## src/rtl/ser_irq_pkg.sv

```systemverilog
package ser_irq_pkg;
  localparam int NFLAG = 6;
  localparam int F_TXE = 0;
  localparam int F_RXF = 1;
  localparam int F_OVR = 2;
  localparam int F_FRM = 3;
  localparam int F_PAR = 4;
  localparam int F_TDN = 5;

  // Reset value per flag: transmit side starts idle and empty.
  localparam logic [NFLAG-1:0] FLAG_RST     = 6'b100001;
  // Flags the CPU may clear with the read-then-write-zero sequence.
  localparam logic [NFLAG-1:0] CPU_CLR_MASK = 6'b111100;

  typedef struct packed {
    logic txe;
    logic rxf;
    logic err;
    logic tdn;
    logic dtx;
    logic drx;
  } req_t;
endpackage

```

## src/rtl/ser_rst_sync.sv

```systemverilog
module ser_rst_sync #(
  parameter int STAGES = 2
) (
  input  logic clk,
  input  logic arst_n,
  output logic rst_n
);
  logic [STAGES-1:0] sh_q;
  logic [STAGES-1:0] sh_d;

  always_comb begin
    sh_d = {sh_q[STAGES-2:0], 1'b1};
  end

  always_ff @(posedge clk or negedge arst_n) begin
    if (!arst_n) sh_q <= '0;
    else         sh_q <= sh_d;
  end

  assign rst_n = sh_q[STAGES-1];
endmodule

```

## src/rtl/ser_flag_cell.sv

```systemverilog
module ser_flag_cell #(
  parameter logic RST_VAL = 1'b0,
  parameter logic CPU_CLR = 1'b0
) (
  input  logic clk,
  input  logic rst_n,
  input  logic set_p,
  input  logic hw_clr,
  input  logic cpu_rd,
  input  logic cpu_wr,
  input  logic cpu_wbit,
  output logic flag
);
  logic flag_q, flag_d, flag_en;
  logic arm_q, arm_d;
  logic sw_clr;

  always_comb begin
    sw_clr  = CPU_CLR & arm_q & cpu_wr & ~cpu_wbit;
    flag_en = set_p | hw_clr | sw_clr;
    if (set_p)                flag_d = 1'b1;
    else if (hw_clr | sw_clr) flag_d = 1'b0;
    else                      flag_d = flag_q;
    // Arm when the CPU reads the flag as 1; disarm on any clear attempt.
    if (!flag_d || sw_clr)      arm_d = 1'b0;
    else if (cpu_rd && flag_q)  arm_d = 1'b1;
    else                        arm_d = arm_q;
  end

  always_ff @(posedge clk or negedge rst_n) begin
    if (!rst_n) begin
      flag_q <= RST_VAL;
    end else if (flag_en) begin
      flag_q <= flag_d;
    end
  end

  always_ff @(posedge clk or negedge rst_n) begin
    if (!rst_n) arm_q <= 1'b0;
    else        arm_q <= arm_d;
  end

  assign flag = flag_q;
endmodule

```

## src/rtl/ser_req_map.sv

```systemverilog
module ser_req_map
  import ser_irq_pkg::*;
(
  input  logic             clk,
  input  logic             rst_n,
  input  logic [NFLAG-1:0] flags,
  input  logic             en_txe,
  input  logic             en_rx,
  input  logic             en_tdn,
  input  logic             err_only,
  output req_t             req_q
);
  req_t req_d;
  logic any_err;

  always_comb begin
    any_err   = flags[F_OVR] | flags[F_FRM] | flags[F_PAR];
    req_d.txe = flags[F_TXE] & en_txe;
    req_d.rxf = flags[F_RXF] & en_rx & ~err_only;
    req_d.err = any_err & en_rx;
    req_d.tdn = flags[F_TDN] & en_tdn;
    req_d.dtx = flags[F_TXE] & en_txe;
    req_d.drx = flags[F_RXF] & en_rx;
  end

  always_ff @(posedge clk or negedge rst_n) begin
    if (!rst_n) req_q <= '0;
    else        req_q <= req_d;
  end
endmodule

```

## src/rtl/ser_irq_req.sv

```systemverilog
module ser_irq_req
  import ser_irq_pkg::*;
#(
  parameter int SYNC_STAGES = 2
) (
  input  logic             clk,
  input  logic             rst_n,
  input  logic             set_txe,
  input  logic             set_rxf,
  input  logic             set_ovr,
  input  logic             set_frm,
  input  logic             set_par,
  input  logic             set_tdn,
  input  logic             en_txe,
  input  logic             en_rx,
  input  logic             en_tdn,
  input  logic             err_only,
  input  logic             cpu_sts_rd,
  input  logic             cpu_sts_wr,
  input  logic [NFLAG-1:0] cpu_sts_wdata,
  input  logic             dma_tx_wr,
  input  logic             dma_rx_rd,
  output logic [NFLAG-1:0] sts_flags,
  output logic             irq_txe,
  output logic             irq_rxf,
  output logic             irq_err,
  output logic             irq_tdn,
  output logic             dreq_tx,
  output logic             dreq_rx
);
  logic             rst_sync_n;
  logic [NFLAG-1:0] set_vec;
  logic [NFLAG-1:0] hw_clr_vec;
  logic [NFLAG-1:0] flag_vec;
  req_t             req;

  ser_rst_sync #(.STAGES(SYNC_STAGES)) u_rst (
    .clk    (clk),
    .arst_n (rst_n),
    .rst_n  (rst_sync_n)
  );

  always_comb begin
    set_vec           = '0;
    set_vec[F_TXE]    = set_txe;
    set_vec[F_RXF]    = set_rxf;
    set_vec[F_OVR]    = set_ovr;
    set_vec[F_FRM]    = set_frm;
    set_vec[F_PAR]    = set_par;
    set_vec[F_TDN]    = set_tdn;
    hw_clr_vec        = '0;
    hw_clr_vec[F_TXE] = dma_tx_wr;
    hw_clr_vec[F_RXF] = dma_rx_rd;
  end

  for (genvar g = 0; g < NFLAG; g++) begin : g_flag
    ser_flag_cell #(
      .RST_VAL (FLAG_RST[g]),
      .CPU_CLR (CPU_CLR_MASK[g])
    ) u_cell (
      .clk      (clk),
      .rst_n    (rst_sync_n),
      .set_p    (set_vec[g]),
      .hw_clr   (hw_clr_vec[g]),
      .cpu_rd   (cpu_sts_rd),
      .cpu_wr   (cpu_sts_wr),
      .cpu_wbit (cpu_sts_wdata[g]),
      .flag     (flag_vec[g])
    );
  end

  ser_req_map u_map (
    .clk      (clk),
    .rst_n    (rst_sync_n),
    .flags    (flag_vec),
    .en_txe   (en_txe),
    .en_rx    (en_rx),
    .en_tdn   (en_tdn),
    .err_only (err_only),
    .req_q    (req)
  );

  assign sts_flags = flag_vec;
  assign irq_txe   = req.txe;
  assign irq_rxf   = req.rxf;
  assign irq_err   = req.err;
  assign irq_tdn   = req.tdn;
  assign dreq_tx   = req.dtx;
  assign dreq_rx   = req.drx;
endmodule

```

## config.mk

```make
export PLATFORM = sky130hd
export DESIGN_NAME = ser_irq_req
export DESIGN_NICKNAME = d
export VERILOG_FILES = /design/src/rtl/ser_irq_pkg.sv /design/src/rtl/ser_rst_sync.sv /design/src/rtl/ser_flag_cell.sv /design/src/rtl/ser_req_map.sv /design/src/rtl/ser_irq_req.sv
export SDC_FILE = /design/constraint.sdc
export NUM_CORES = 1
export LEC_CHECK = 0
export BUFFER_PORTS_ARGS = -buffer_cell sky130_fd_sc_hd__buf_2
export CAP_MARGIN = 20
export CELL_PAD_IN_SITES_DETAIL_PLACEMENT = 2
export CELL_PAD_IN_SITES_GLOBAL_PLACEMENT = 2
export CORE_MARGIN = 3
export CORE_UTILIZATION = 29
export CTS_BUF_LIST = sky130_fd_sc_hd__clkbuf_8
export DETAILED_ROUTE_END_ITERATION = 7
export PLACE_DENSITY_LB_ADDON = 0.2
export SLEW_MARGIN = 20
export SYNTH_ARGS = -nofsm -noshare
export SYNTH_HDL_FRONTEND = slang
export SYNTH_SLANG_ARGS = --single-unit
```

## constraint.sdc

```tcl
create_clock -name clk -period 1.4 [get_ports clk]
set_input_delay 0.07 -clock clk [delete_from_list [all_inputs] [get_ports clk]]
set_output_delay 0.07 -clock clk [all_outputs]
set_load 0.1 [all_outputs]
```

==> reports/metrics.csv, run 1 <==
stage,metric,value,unit
global_routing,antenna_found_initial,0,
timing,hold_viol_final,0,
power,power_frac_comb,0.284,
power,total_power,1.38,mW
placed_design,gp_routability_congestion,0.749,
synthesis,syn_avg_cell_area,11.7,um^2
timing,post-route-period-util,0.931,
floorplanning,dieHeight,54.4,um
global_routing,grt_max_degree,16,
power,power_leakage,0.453,nW
worst_hold_path,hp-start,set_tdn,
critical_path,crit_chain,buf_2,
placed_design,port_buffers,31,
cells_and_area,final_cell_mix,"buf_2, dfrtp_1, nand2_1, a21o_1",
floorplanning,coreArea,2080,um^2
synthesis,yosys_warnings,0,
worst_hold_path,hp-class,input port to flop,
timing,grt_setup_unrepaired,false,
clock_tree,postCtsSetupBuffers,0,
timing,fin_skew,0.00200,ns
floorplanning,core.rowCount,16,
cells_and_area,drive_above_1_share,0.400,
floorplanning,dieArea,2950,um^2
clock_tree,cts-resized-gates,0,
critical_path,max_stage_delay,0.56,ns
power,power.switching,510,uW
timing,fin_setup_tns,0,ns
floorplanning,floorplan.initialDensity,0.326,
power,seqPwrFrac,0.462,
power,switching_share,0.370,
synthesis,syn-num-nets,80,
clock_tree,cts-hold-fix-buffers,3,
timing,period_needed,1.30,ns
route,route.detailed.drc,0,
global_routing,grt_pass1_wl,2250,um
critical_path,criticalPathCategory,flop to output port,
clock_tree,clock_latency,0.25,ns
timing,setup_viol,0,
critical_path,cp_top_family,flip-flops,
route,viasPerCell,4.52,
cells_and_area,final_common_cell,buf_2,
timing,worst_pin_slew,0.591,ns
critical_path,slowest_stage,dfstp_2,
route,vias,529,
power,p_per_area,1530,nW/um^2
clock_tree,cts_tree,built,
cells_and_area,antenna_cells,0,
timing,finalMaxSlewViolations,0,
power,p_int,870,uW
timing,max_slew_margin,0.606,
critical_path,cp-start-kind,flop,
route,wl_per_cell,12.6,um
synthesis,synth_cell_types,15,
clock_tree,cts.path.max_buffers,2,
placed_design,hpwl,1190,um
global_routing,gr-total-overflow,0,
cells_and_area,syn_to_final_growth,32.7,%
route,drtIter0Drc,1,
power,power_frac_clock,0.254,
route,postRouteAntennaNets,0,
critical_path,startpoint,g_flag[5].u_cell.flag,
clock_tree,cts.sinks,17,
synthesis,ys_seq_area_frac,0.631,
clock_tree,path_clk_slew,0.06,ns
clock_tree,htreeDepth,1,
route,drtPass1Iterations,2,
route,routed_wl,1480,um
critical_path,critPathBufInv,1,
global_routing,grt_usage,0.113,
critical_path,cp-end-kind,output port,
synthesis,synth.ff_latch_count,17,
synthesis,netlist_area,678,um^2
cells_and_area,nNetsFinal,113,
critical_path,r2r_start,g_flag[5].u_cell.flag,
clock_tree,cts_inserted_buffers,3,
synthesis,synthCells,58,
floorplanning,die_width,54.4,um
outcome,outcome,"finished, final reports clean",
floorplanning,ios,34,
run,drv_cap,0,
critical_path,crit_required,1.33,ns
power,vdd_drop_max,750,uV
critical_path,arrival,1.23,ns
timing,fmax,767,MHz
clock_tree,cts.root.buffer_cell,clkbuf_8,
critical_path,cp_max_fo,5,
global_routing,grt_pass1_vias,535,
[stage by stage]
| stage | hold slack (ns) | worst slack, ns | instances | area, um^2 | utilization |
|---|---|---|---|---|---|
| after floorplan | -0.226 | 0.00603 | 58 | 678 | - |
| after global placement | -0.144 | 0.366 | 109 | 815 | 0.391 |
| after detailed placement | -0.141 | 0.366 | 109 | 815 | 0.391 |
| after CTS | 0.00440 | 0.0848 | 116 | 890 | 0.427 |
| after global routing | 0.00862 | 0.0463 | 117 | 900 | 0.432 |
| final | 0.0108 | 0.0963 | 117 | 900 | 0.432 |
[sequential cells by signal, summed over array words and instances (netlist names)]
register             count
u_map.req_q              5
g_flag.u_cell.flag       6
u_rst.sh_q               2
g_flag.u_cell.arm_q      4
[layer usage]
metal	track usage	up-vias	part of all wire
li1	-	250	-
met1	0.106	258	0.37
met2	0.193	18	0.53
met3	0.0627	3	0.085
met4	0.0622	0	0.011
met5	0	-	0
[final timing paths]
path                                           to  slack (ns)  depth (start not counted)
hold / removal              g_flag[5].u_cell.flag        0.01                          2
min in group asynchronous           u_rst.sh_q[1]        0.13                          2
max in group asynchronous          u_map.req_q[2]        0.77                          0
hold reg to reg                    u_map.req_q[1]        0.24                          0
setup / recovery                     sts_flags[5]         0.1                          1
setup reg to reg           g_flag[5].u_cell.arm_q        0.54                          2
[power groups by stage]
stage / Combinational (mW) / Sequential, mW / Clock [mW]
6_report: 0.392 / 0.637 / 0.351
3_3_place_gp: 0.380 / 0.645 / 0
5_1_grt: 0.415 / 0.653 / 0.391
2_1_floorplan: 0.264 / 0.704 / 0
3_5_place_dp: 0.387 / 0.649 / 0
4_1_cts: 0.395 / 0.641 / 0.369
[Yosys cell counts, drive strengths merged]
cell	count	share of area
dfrtp	15	0.55
o21ai	4	0.030
and2b	3	0.033
conb	1	0.0055
buf	7	0.077
o22ai	3	0.028
nor2b	1	0.0092
o31a	1	0.013
and2	3	0.028
o221ai	1	0.013
nand3b	1	0.011
inv	3	0.017
a21o	6	0.066
nand2	7	0.039
dfstp	2	0.077
[kinds of logic (layout without fill, tap and decap cells)]
logic type / Yosys count / count (layout) / share of synthesized area
buffers and inverters: 10 / 42 / 0.0941
other: 1 / 1 / 0.00553
DFF: 17 / 17 / 0.631
AOI/OAI and AO/OA: 15 / 15 / 0.149
and+or+nand+nor: 15 / 15 / 0.120
[area by class of cell]
class	count	area [um^2]
clock buffers	3	41.3
clock inverters	1	3.75
multi-input cells	31	186
fillers	242	1180
inverters	3	11.3
repair buffers	35	195
flip-flops and latches	17	428
well taps	27	33.8
Power figures use the tool's default switching activity.
==> run 2, diff against run 1 <==
--- a/config.mk
+++ b/config.mk
@@ -14,7 +14,9 @@
 export CTS_BUF_LIST = sky130_fd_sc_hd__clkbuf_8
 export DETAILED_ROUTE_END_ITERATION = 7
 export PLACE_DENSITY_LB_ADDON = 0.2
+export SETUP_SLACK_MARGIN = 0.1
 export SLEW_MARGIN = 20
 export SYNTH_ARGS = -nofsm -noshare
 export SYNTH_HDL_FRONTEND = slang
 export SYNTH_SLANG_ARGS = --single-unit
+export TNS_END_PERCENT = 1
==> run 2 against run 1 <==
Compared with the run above:
- sequential power hardly changed
- worst setup slack better by 0.11 ns
- via count rose by 1.5%
- sequential share of layout area is 0.059 points lower
- flip-flop and latch count unchanged
- power rose by 0.27%
- first-iteration DRC count up 100%
- fmax rose by 8.8%
- utilization up 0.18 points
- clock skew up 0.00084 ns
- largest cell class unchanged
==> reports/metrics.csv, run 2 (same netlist as run 1, synthesis figures left out) <==
stage,metric,value,unit
route,drtIter0Drc,2,
timing,fmax,835,MHz
route,postRouteAntennaNets,0,
timing,hold_viol_final,0,
timing,fin_hold_ws,0.00604,ns
timing,fin_setup_tns,0,ns
timing,period_needed,1.20,ns
critical_path,cp-start-kind,flop,
cells_and_area,multi_input_area,186,um^2
floorplanning,ios,34,
route,vias,537,
cells_and_area,fin_cells,117,
global_routing,gr-total-overflow,0,
global_routing,grt_util_met3,0.0409,
placed_design,place_ws,0.354,ns
critical_path,criticalPathCategory,flop to output port,
cells_and_area,antenna_cells,0,
floorplanning,core.rowCount,16,
floorplanning,coreArea,2080,um^2
clock_tree,clock_latency,0.25,ns
placed_design,port_buffers,31,
route,route.detailed.drc,0,
critical_path,crit_required,1.33,ns
timing,fin_skew,0.00284,ns
timing,post-route-period-util,0.856,
cells_and_area,nNetsFinal,113,
placed_design,post-place-cells,110,
power,total_power,1.38,mW
global_routing,grt.met1_usage,0.107,
floorplanning,floorplan.initialDensity,0.326,
run,drv_cap,0,
clock_tree,htreeDepth,1,
cells_and_area,final_common_cell,buf_2,
route,viasPerCell,4.59,
global_routing,grtUsageMet2,0.211,
cells_and_area,final_cell_mix,"buf_2, dfrtp_1, nand2_1, a21o_1",
critical_path,max_stage_delay,0.46,ns
floorplanning,die_width,54.4,um
critical_path,critPathBufInv,1,
power,vdd_drop_max,804,uV
cells_and_area,stdcell_area,903,um^2
global_routing,grt_max_degree,12,
clock_tree,path_clk_slew,0.06,ns
global_routing,grt_pass1_wl,2280,um
route,wl_per_cell,12.4,um
cells_and_area,seqCellArea,429,um^2
cells_and_area,drive_above_1_share,0.422,
cells_and_area,syn_to_final_growth,33.2,%
critical_path,slowest_stage,buf_2,
timing,grt_setup_unrepaired,false,
timing,finalMaxSlewViolations,0,
clock_tree,cts.path.max_buffers,2,
floorplanning,dieArea,2950,um^2
route,drtPass1Iterations,2,
cells_and_area,fill_cells,237,
critical_path,arrival,1.13,ns
critical_path,cp-end-kind,output port,
critical_path,cp_top_family,buffers and inverters,
outcome,outcome,"finished, final reports clean",
clock_tree,cts.sinks,17,
cells_and_area,utilization,0.434,
route,routed_wl,1450,um
power,p_per_area,1530,nW/um^2
power,power_leakage,0.456,nW
global_routing,grt_usage,0.109,
global_routing,grt_pass1_vias,561,
worst_hold_path,hp-class,input port to flop,
placed_design,placed_area,823,um^2
cells_and_area,largest_reg_flops,6,
clock_tree,cts_tree,built,
placed_design,gp_routability_congestion,0.660,
timing,setup_viol,0,
clock_tree,cts.root.buffer_cell,clkbuf_8,
critical_path,cp_max_fo,5,
global_routing,grt-busiest-layer,met2,
clock_tree,postCtsSetupBuffers,0,
floorplanning,dieHeight,54.4,um
timing,worst_slack,0.202,ns
global_routing,antenna_found_initial,0,
placed_design,hpwl,1200,um
critical_path,crit_chain,buf_2,
clock_tree,cts_inserted_buffers,3,
[run 2: worst paths after layout]
check,startpoint,depth (start not counted),slack [ns],to
hold reg to reg,u_rst.sh_q[1],0,0.08,u_map.req_q[2]
max in group asynchronous,u_rst.sh_q[1],1,0.91,u_map.req_q[1]
setup reg to reg,g_flag[5].u_cell.flag,2,0.52,g_flag[5].u_cell.arm_q
setup / recovery,g_flag[4].u_cell.flag,1,0.20,sts_flags[4]
hold / removal,set_txe,2,0.006,g_flag[0].u_cell.flag
min in group asynchronous,u_rst.sh_q[1],0,0.08,u_map.req_q[2]
[run 2: repair_timing]
item | 4_1_cts | 5_1_grt
hold buffers | 3 | 0
resized for setup | 1 | 1
hold endpoints to repair | 4 | 0
setup endpoints to repair | 1 | 1
[run 2: power breakdown]
part	internal (mW)	switching, mW
Clock	0.194	0.155
Sequential	0.575	0.0600
Combinational	0.104	0.295
[run 2: cell type report]
type | count | share of cell area
flip-flops and latches | 17 | 0.475
repair buffers | 35 | 0.219
multi-input cells | 31 | 0.206
clock buffers | 3 | 0.0457
well taps | 27 | 0.0374
inverters | 3 | 0.0125
clock inverters | 1 | 0.00416
[run 2: metal layers]
| metal | vias up | routed length [um] |
|---|---|---|
| met4 | 0 | 8 |
| met1 | 268 | 576 |
| li1 | 248 | - |
| met2 | 19 | 777 |
| met3 | 2 | 91 |
| met5 | - | 0 |
